### src/rtl/tdm_slot_pkg.sv
package tdm_slot_pkg;

  // Total bits in the frame selected by a code.
  function automatic logic [11:0] fr_bits(input logic [3:0] c);
    case (c[3:2])
      2'b00:   return 12'd8;
      2'b01:   return 12'd16 << c[1:0];
      2'b10:   return 12'd16;
      default: return 12'd32 << c[1:0];
    endcase
  endfunction

  // log2 of the slot width.
  function automatic logic [2:0] sl_shift(input logic [3:0] c);
    return c[3] ? 3'd4 : 3'd3;
  endfunction

  function automatic logic stereo_ok(input logic [3:0] c, input logic st);
    return st && c[3] && c[2];
  endfunction

  function automatic logic [5:0] xfer_len(input logic [3:0] c, input logic st);
    if (stereo_ok(c, st)) return 6'd32;
    return c[3] ? 6'd16 : 6'd8;
  endfunction

  function automatic logic [11:0] win_start(input logic [7:0] slot, input logic [3:0] c);
    return 12'(slot) << sl_shift(c);
  endfunction

  function automatic logic slot_on(input logic [7:0] slot, input logic [3:0] c, input logic st);
    logic [11:0] need;
    need = 12'(slot) + 12'(stereo_ok(c, st));
    return need < (fr_bits(c) >> sl_shift(c));
  endfunction

  function automatic logic win_hit(input logic [11:0] pos, input logic [7:0] slot,
                                   input logic [3:0] c, input logic st);
    logic [11:0] s;
    s = win_start(slot, c);
    return slot_on(slot, c, st) && (pos >= s) && (pos < s + 12'(xfer_len(c, st)));
  endfunction

endpackage

### src/rtl/tdm_frame_ctr.sv
module tdm_frame_ctr
  import tdm_slot_pkg::*;
#(
  parameter int POS_W  = 8,
  parameter int SLOT_W = 6
) (
  input  logic              clk,
  input  logic              rst,
  input  logic              bit_en,
  input  logic [3:0]        cfg_code,
  input  logic [SLOT_W-1:0] cfg_tx_slot,
  input  logic [SLOT_W-1:0] cfg_rx_slot,
  input  logic              cfg_stereo,
  output logic [POS_W-1:0]  cur_pos,
  output logic [3:0]        cur_code,
  output logic [SLOT_W-1:0] cur_rx_slot,
  output logic              cur_stereo,
  output logic [POS_W-1:0]  nxt_pos,
  output logic [3:0]        nxt_code,
  output logic [SLOT_W-1:0] nxt_tx_slot,
  output logic              nxt_stereo,
  output logic              fsync,
  output logic [SLOT_W-1:0] slot_idx
);

  logic [POS_W-1:0]  pos_q;
  logic [3:0]        code_q;
  logic [SLOT_W-1:0] txs_q, rxs_q;
  logic              st_q;
  logic              fsync_q;
  logic [SLOT_W-1:0] slot_q;
  logic              wrap;
  logic [11:0]       slot_full;

  assign wrap = (12'(pos_q) == fr_bits(code_q) - 12'd1);

  always_comb begin
    nxt_pos     = wrap ? '0 : pos_q + 1'b1;
    nxt_code    = wrap ? cfg_code : code_q;
    nxt_tx_slot = wrap ? cfg_tx_slot : txs_q;
    nxt_stereo  = wrap ? cfg_stereo : st_q;
    slot_full   = 12'(nxt_pos) >> sl_shift(nxt_code);
  end

  // Reset parks the counter on the last bit of an 8-bit frame with both
  // slots out of range, so the first bit_en opens frame 0 cleanly.
  always_ff @(posedge clk) begin
    if (rst) begin
      pos_q   <= POS_W'(7);
      code_q  <= '0;
      txs_q   <= '1;
      rxs_q   <= '1;
      st_q    <= 1'b0;
      fsync_q <= 1'b0;
      slot_q  <= '0;
    end else if (bit_en) begin
      pos_q   <= nxt_pos;
      code_q  <= nxt_code;
      txs_q   <= nxt_tx_slot;
      rxs_q   <= wrap ? cfg_rx_slot : rxs_q;
      st_q    <= nxt_stereo;
      fsync_q <= (12'(nxt_pos) == fr_bits(nxt_code) - 12'd1);
      slot_q  <= SLOT_W'(slot_full);
    end
  end

  assign cur_pos     = pos_q;
  assign cur_code    = code_q;
  assign cur_rx_slot = rxs_q;
  assign cur_stereo  = st_q;
  assign fsync       = fsync_q;
  assign slot_idx    = slot_q;


  fsync_pulse_chk: assert property (@(posedge clk) disable iff (rst)
    (fsync_q && bit_en) |=> !fsync_q);


  cfg_hold_chk: assert property (@(posedge clk) disable iff (rst)
    !bit_en |=> ($stable(code_q) && $stable(txs_q) && $stable(rxs_q) && $stable(st_q)));


  slot_range_chk: assert property (@(posedge clk) disable iff (rst)
    12'(slot_q) < (fr_bits(code_q) >> sl_shift(code_q)));

endmodule

### src/rtl/tdm_tx_path.sv
module tdm_tx_path
  import tdm_slot_pkg::*;
#(
  parameter int POS_W  = 8,
  parameter int SLOT_W = 6,
  parameter int WORD_W = 32
) (
  input  logic              clk,
  input  logic              rst,
  input  logic              bit_en,
  input  logic [POS_W-1:0]  nxt_pos,
  input  logic [3:0]        nxt_code,
  input  logic [SLOT_W-1:0] nxt_slot,
  input  logic              nxt_stereo,
  input  logic [WORD_W-1:0] tx_data,
  input  logic              tx_valid,
  output logic              tx_ready,
  output logic              sdo,
  output logic              tx_underrun
);

  logic [WORD_W-1:0] sh_q;
  logic [WORD_W-1:0] aligned;
  logic              sdo_q, und_q;
  logic              enabled, starting, in_win;
  logic [5:0]        len;

  always_comb begin
    enabled  = slot_on(8'(nxt_slot), nxt_code, nxt_stereo);
    len      = xfer_len(nxt_code, nxt_stereo);
    starting = bit_en && enabled && (12'(nxt_pos) == win_start(8'(nxt_slot), nxt_code));
    in_win   = win_hit(12'(nxt_pos), 8'(nxt_slot), nxt_code, nxt_stereo);
    aligned  = tx_valid ? (tx_data << (WORD_W - int'(len))) : '0;
  end

  assign tx_ready = starting && !rst;

  always_ff @(posedge clk) begin
    if (rst) begin
      sh_q  <= '0;
      sdo_q <= 1'b0;
      und_q <= 1'b0;
    end else begin
      und_q <= 1'b0;
      if (bit_en) begin
        if (starting) begin
          sdo_q <= aligned[WORD_W-1];
          sh_q  <= aligned << 1;
          und_q <= !tx_valid;
        end else if (in_win) begin
          sdo_q <= sh_q[WORD_W-1];
          sh_q  <= sh_q << 1;
        end else begin
          sdo_q <= 1'b0;
        end
      end
    end
  end

  assign sdo         = sdo_q;
  assign tx_underrun = und_q;


  und_pulse_chk: assert property (@(posedge clk) disable iff (rst)
    tx_underrun |=> !tx_underrun);


  ready_en_chk: assert property (@(posedge clk) disable iff (rst)
    tx_ready |-> bit_en);

endmodule

### src/rtl/tdm_rx_path.sv
module tdm_rx_path
  import tdm_slot_pkg::*;
#(
  parameter int POS_W  = 8,
  parameter int SLOT_W = 6,
  parameter int WORD_W = 32
) (
  input  logic              clk,
  input  logic              rst,
  input  logic              bit_en,
  input  logic [POS_W-1:0]  cur_pos,
  input  logic [3:0]        cur_code,
  input  logic [SLOT_W-1:0] cur_slot,
  input  logic              cur_stereo,
  input  logic              sdi,
  output logic [WORD_W-1:0] rx_data,
  output logic              rx_valid
);

  logic [WORD_W-1:0] sh_q, data_q, shifted, mask;
  logic              valid_q, in_win, last_bit;
  logic [5:0]        len;

  always_comb begin
    len      = xfer_len(cur_code, cur_stereo);
    in_win   = win_hit(12'(cur_pos), 8'(cur_slot), cur_code, cur_stereo);
    last_bit = (12'(cur_pos) == win_start(8'(cur_slot), cur_code) + 12'(len) - 12'd1);
    shifted  = {sh_q[WORD_W-2:0], sdi};
    mask     = {WORD_W{1'b1}} >> (WORD_W - int'(len));
  end

  always_ff @(posedge clk) begin
    if (rst) begin
      sh_q    <= '0;
      data_q  <= '0;
      valid_q <= 1'b0;
    end else begin
      valid_q <= 1'b0;
      if (bit_en && in_win) begin
        sh_q <= shifted;
        if (last_bit) begin
          data_q  <= shifted & mask;
          valid_q <= 1'b1;
        end
      end
    end
  end

  assign rx_data  = data_q;
  assign rx_valid = valid_q;


  rxv_pulse_chk: assert property (@(posedge clk) disable iff (rst)
    rx_valid |=> !rx_valid);

endmodule

### src/rtl/tdm_slot_seq.sv
module tdm_slot_seq
  import tdm_slot_pkg::*;
#(
  parameter int SLOT_W = 6,
  parameter int WORD_W = 32,
  parameter int POS_W  = 8
) (
  input  logic              clk,
  input  logic              rst,
  input  logic              bit_en,
  input  logic [3:0]        cfg_frame_code,
  input  logic [SLOT_W-1:0] cfg_tx_slot,
  input  logic [SLOT_W-1:0] cfg_rx_slot,
  input  logic              cfg_stereo,
  input  logic [WORD_W-1:0] tx_data,
  input  logic              tx_valid,
  output logic              tx_ready,
  input  logic              sdi,
  output logic              sdo,
  output logic              fsync,
  output logic [SLOT_W-1:0] slot_idx,
  output logic [WORD_W-1:0] rx_data,
  output logic              rx_valid,
  output logic              tx_underrun
);

  logic [POS_W-1:0]  cur_pos, nxt_pos;
  logic [3:0]        cur_code, nxt_code;
  logic [SLOT_W-1:0] cur_rx_slot, nxt_tx_slot;
  logic              cur_stereo, nxt_stereo;

  tdm_frame_ctr #(.POS_W(POS_W), .SLOT_W(SLOT_W)) u_ctr (
    .clk(clk), .rst(rst), .bit_en(bit_en),
    .cfg_code(cfg_frame_code), .cfg_tx_slot(cfg_tx_slot),
    .cfg_rx_slot(cfg_rx_slot), .cfg_stereo(cfg_stereo),
    .cur_pos(cur_pos), .cur_code(cur_code), .cur_rx_slot(cur_rx_slot),
    .cur_stereo(cur_stereo), .nxt_pos(nxt_pos), .nxt_code(nxt_code),
    .nxt_tx_slot(nxt_tx_slot), .nxt_stereo(nxt_stereo),
    .fsync(fsync), .slot_idx(slot_idx)
  );

  tdm_tx_path #(.POS_W(POS_W), .SLOT_W(SLOT_W), .WORD_W(WORD_W)) u_tx (
    .clk(clk), .rst(rst), .bit_en(bit_en),
    .nxt_pos(nxt_pos), .nxt_code(nxt_code), .nxt_slot(nxt_tx_slot),
    .nxt_stereo(nxt_stereo), .tx_data(tx_data), .tx_valid(tx_valid),
    .tx_ready(tx_ready), .sdo(sdo), .tx_underrun(tx_underrun)
  );

  tdm_rx_path #(.POS_W(POS_W), .SLOT_W(SLOT_W), .WORD_W(WORD_W)) u_rx (
    .clk(clk), .rst(rst), .bit_en(bit_en),
    .cur_pos(cur_pos), .cur_code(cur_code), .cur_slot(cur_rx_slot),
    .cur_stereo(cur_stereo), .sdi(sdi),
    .rx_data(rx_data), .rx_valid(rx_valid)
  );

endmodule

### config.mk
export PLATFORM = sky130hd
export DESIGN_NAME = tdm_slot_seq
export DESIGN_NICKNAME = d
export VERILOG_FILES = /design/src/rtl/tdm_slot_pkg.sv /design/src/rtl/tdm_frame_ctr.sv /design/src/rtl/tdm_tx_path.sv /design/src/rtl/tdm_rx_path.sv /design/src/rtl/tdm_slot_seq.sv
export SDC_FILE = /design/constraint.sdc
export NUM_CORES = 1
export LEC_CHECK = 0
export ABC_AREA = 1
export BUFFER_PORTS_ARGS = -buffer_cell sky130_fd_sc_hd__buf_2
export CAP_MARGIN = 15
export CORE_MARGIN = 2
export CORE_UTILIZATION = 25
export DETAILED_ROUTE_END_ITERATION = 8
export PLACE_DENSITY = 0.48
export SLEW_MARGIN = 25
export SYNTH_ARGS = -nofsm -noshare
export SYNTH_HDL_FRONTEND = slang
export SYNTH_SLANG_ARGS = --single-unit
### constraint.sdc
create_clock -name clk -period 5.2 [get_ports clk]
set_input_delay 0.78 -clock clk [delete_from_list [all_inputs] [get_ports clk]]
set_output_delay 0.78 -clock clk [all_outputs]
set_load 0.02 [all_outputs]
==> metrics.md <==
| Metric | Value |
|---|---|
| Status | `completed` |
| Port bufs | `96` |
| Commonest non-fill, non-tap cell in the layout | `nand2_1` |
| Post-layout utilization of the core | `32.66%` |
| Pwr/cell area | `756.2 nW/µm²` |
| Die Wd | `188.8 µm` |
| H-tree depth reported by CTS | `4` |
| Cell area after synthesis | `about 8500 µm²` |
| Largest net degree at the start of global routing | `85` |
| Gate Count Post-Synth | `1,284` |
| Reg2reg setup slack | `0.21 ns` |
| Iter 0 DRT Violations | `454` |
| Worst Tran Pin Value | `0.9888 ns` |
| Max Cap Violations | `0` |
| WL/cell | `14.17 µm` |
| Overall power | `around 8.3 mW` |
| Final worst slack | `0.04667 ns` |
| HP Class | `flip-flop to flip-flop` |
| Congestion Overflow GR | `0` |
| Leakage | `between 4 and 5 nW` |
| Pre-antenna DRT Iters | `5` |
| Setup Viol. Count Final | `0` |
| R2R Path Start | `u_ctr.cur_code[2]` |
| Top FF cell, synth | `dfxtp_1` |
| Die Ht | `188.8 µm` |
| Distinct cells, synth | `53` |
| Final worst-path cycle share | `just under 100%` |
| CP Max Fanout | `3` |
| Hold_sp | `u_ctr.slot_idx[5]` |
| End of the worst register-to-register path | `u_tx.sh_q[16]` |
| Post-route ant nets | `0` |
| Hold Path End | `u_ctr.slot_idx[5]` |
| Routed WL | `roughly 27 mm` |
| Initial Util | `25.40%` |
| Max VDD drop | `~0.39 mV` |
| Worst slew margin | `roughly 34%` |
| DRC | `0` |
| Fraction of layout instances using a drive strength above 1 | `23.07%` |
| CTS buffer count | `17` |
| Required time worst endpoint | `around 4.4 ns` |
| Routed vias/inst | `between 4 and 5` |
| Number of global-route vias before repair | `8,300` |
| TritonCTS clock tree | `built` |
| Fin. max-slew vios | `0` |
| Final RePlAce weighted congestion | `0.8195` |
| Crit Path Class | `flip-flop to primary output` |
| Vias | `8,679` |
| R2R depth | `36` |
| Post-layout min period | `5.153 ns` |
| DIE AREA | `about 36,000 µm²` |
| Worst setup startpoint | `u_ctr.cur_code[2]` |
| Cts hold-fix bufs | `0` |
| DP HPWL | `roughly 19 mm` |
| Unrepaired setup endpoints after global routing | `yes` |
| Post-synth EDFFs | `0` |
| Startpoint Class | `flip-flop` |
| Seq/Total Area, Yosys | `30.25%` |
| Asr flop ratio synth | `0%` |
| Ys Warns | `0` |
| Worst skew pair latency | `0.44 ns` |
| FMAX | `194.0 MHz` |
| Site Rows | `67` |
| First-pass GRT wire length | `42.72 mm` |
| Avg Inst Size Synth | `6.649 µm²` |
| Post-Place Worst Slack | `0.04544 ns` |
| Critical Path AT | `4.37 ns` |
| Commonest non-fill, non-tap cells in the layout | `nand2_1, a21oi_1, dfxtp_1` |
| Critical Path Max Stage Delay | `0.34 ns` |
| Sink Count | `129` |
| Area growth from synthesis to layout | `28.61%` |
| Clk pin slew, worst setup/hold paths | `approximately 0.07 ns` |
| Final Hold Vio Count | `0` |
| Initial antenna violation count | `1` |
| Aggregate global-route resource usage | `14.89%` |
| Layout Nets | `1,546` |
| CTS Root Buffer Type | `clkbuf_16` |
| Setup crit end kind | `primary output` |
| Fin Clk Skew | `0.01724 ns` |
| Slowest CP cell | `dfxtp_2` |
| Hold Path Depth | `2` |
| Core ar. | `~34,000 µm²` |
| Yosys reg bits | `129` |
| Clock Path Buffers | `2` |
| # IOs | `slightly below 100` |
==> synthesized netlist by cell type (12+ instances only) <==
cell type | count | area, µm²
clkbuf_1 | 29 | 108.9
inv_2 | 14 | 52.55
nor3_1 | 12 | 60.06
nand3b_1 | 23 | 172.7
buf_2 | 15 | 75.07
nand3_1 | 79 | 395.4
nand2_2 | 15 | 93.84
o21ai_0 | 67 | 335.3
dfxtp_1 | 129 | 2582
nor2_1 | 113 | 424.2
ha_1 | 55 | 688.2
inv_1 | 123 | 461.7
xor2_1 | 22 | 192.7
nand2_1 | 327 | 1227
a21oi_1 | 143 | 715.7
==> power by group <==
part           leakage, nW  total [mW]  switching [mW]  internal, mW
Combinational         3.64        5.88            3.56          2.32
Sequential            1.04        1.12          0.0628          1.06
Clock                0.296        1.30           0.532         0.771
Total                 4.98        8.30            4.15          4.15
==> kinds of logic after synthesis <==
kind of cell / after synthesis / synth area share [%]
xor+xnor: 26 / 2.829
buf+inv: 200 / 9.907
simple gates: 615 / 32.29
other cells: 1 / 0.04393
fa+ha+maj: 57 / 8.530
flops: 129 / 30.25
compound gates: 256 / 16.15
==> worst max-delay path, delay by kind of cell (launching register included) <==
family	cells	cell delay (ns)
AOI/OAI and AO/OA	3	0.38
xor gates and xnor gates	1	0.18
adders and majority gates	4	0.85
buffers and inverters	6	0.58
DFF	1	0.34
and+or+nand+nor	17	1.60
==> sequential cells by signal (all words and copies together) (netlist names) <==
signal / cells
u_ctr.cur_code: 4
u_ctr.cur_pos: 8
u_ctr.cur_rx_slot: 6
u_ctr.cur_stereo: 1
u_ctr.fsync: 1
u_ctr.slot_idx: 6
u_ctr.txs_q: 6
u_rx.rx_data: 32
u_rx.rx_valid: 1
u_rx.sh_q: 31
u_tx.sdo: 1
u_tx.sh_q: 31
u_tx.tx_underrun: 1
==> layer usage <==
metal | up-vias | wire, µm | track usage (%) | part of all wire [%]
met4 | 0 | 618 | 5.258 | 2.3
li1 | 4493 | - | - | -
met5 | - | 0 | 0 | 0
met1 | 3956 | 12530 | 19.28 | 47
met3 | 38 | 1386 | 3.241 | 5.2
met2 | 192 | 12340 | 24.35 | 46
==> worst max path at each step <==
stage / end / slack, ns / cells after the start
after floorplan: u_tx.sh_q[4] / 0.01 / 38
after global placement: u_tx.sh_q[7] / 0.1 / 36
after detailed placement: u_tx.sh_q[7] / 0.05 / 36
after CTS: tx_ready / -0.03 / 33
after global routing: tx_ready / -0.25 / 31
final: tx_ready / 0.05 / 31
==> what timing repair did <==
item	in CTS	in global routing
hold endpoints to repair	0	0
endpoints found under the setup margin	1	33
setup buffers	30	20
gates cloned	0	5
gates resized for setup	30	58
pin swaps	18	35
==> final cells by class <==
| class | instances | area (µm²) |
|---|---|---|
| Fill cell | 3666 | 22640 |
| Multi-Input combinational cell | 962 | 5408 |
| Sequential cell | 129 | 2585 |
| Timing Repair Buffer | 185 | 1256 |
| Tap cell | 448 | 560.5 |
| Inverter | 140 | 543.0 |
| Clock buffer | 17 | 425.4 |
| Clock inverter | 15 | 198.9 |
| Antenna cell | 1 | 2.502 |
==> per-stage QoR <==
stage | cell area [µm²] | setup TNS [ns] | hold WS [ns] | cells
after detailed placement | 9605 | 0 | 0.4325 | 1814
after floorplan | 8564 | 0 | 0.4303 | 1289
after CTS | 10580 | -0.02809 | 0.4482 | 1876
after global routing | 10980 | -2.505 | 0.4774 | 1896
after global placement | 9605 | 0 | 0.4264 | 1814
final | 10980 | 0 | 0.4536 | 1897
Power figures use the tool's default switching activity.
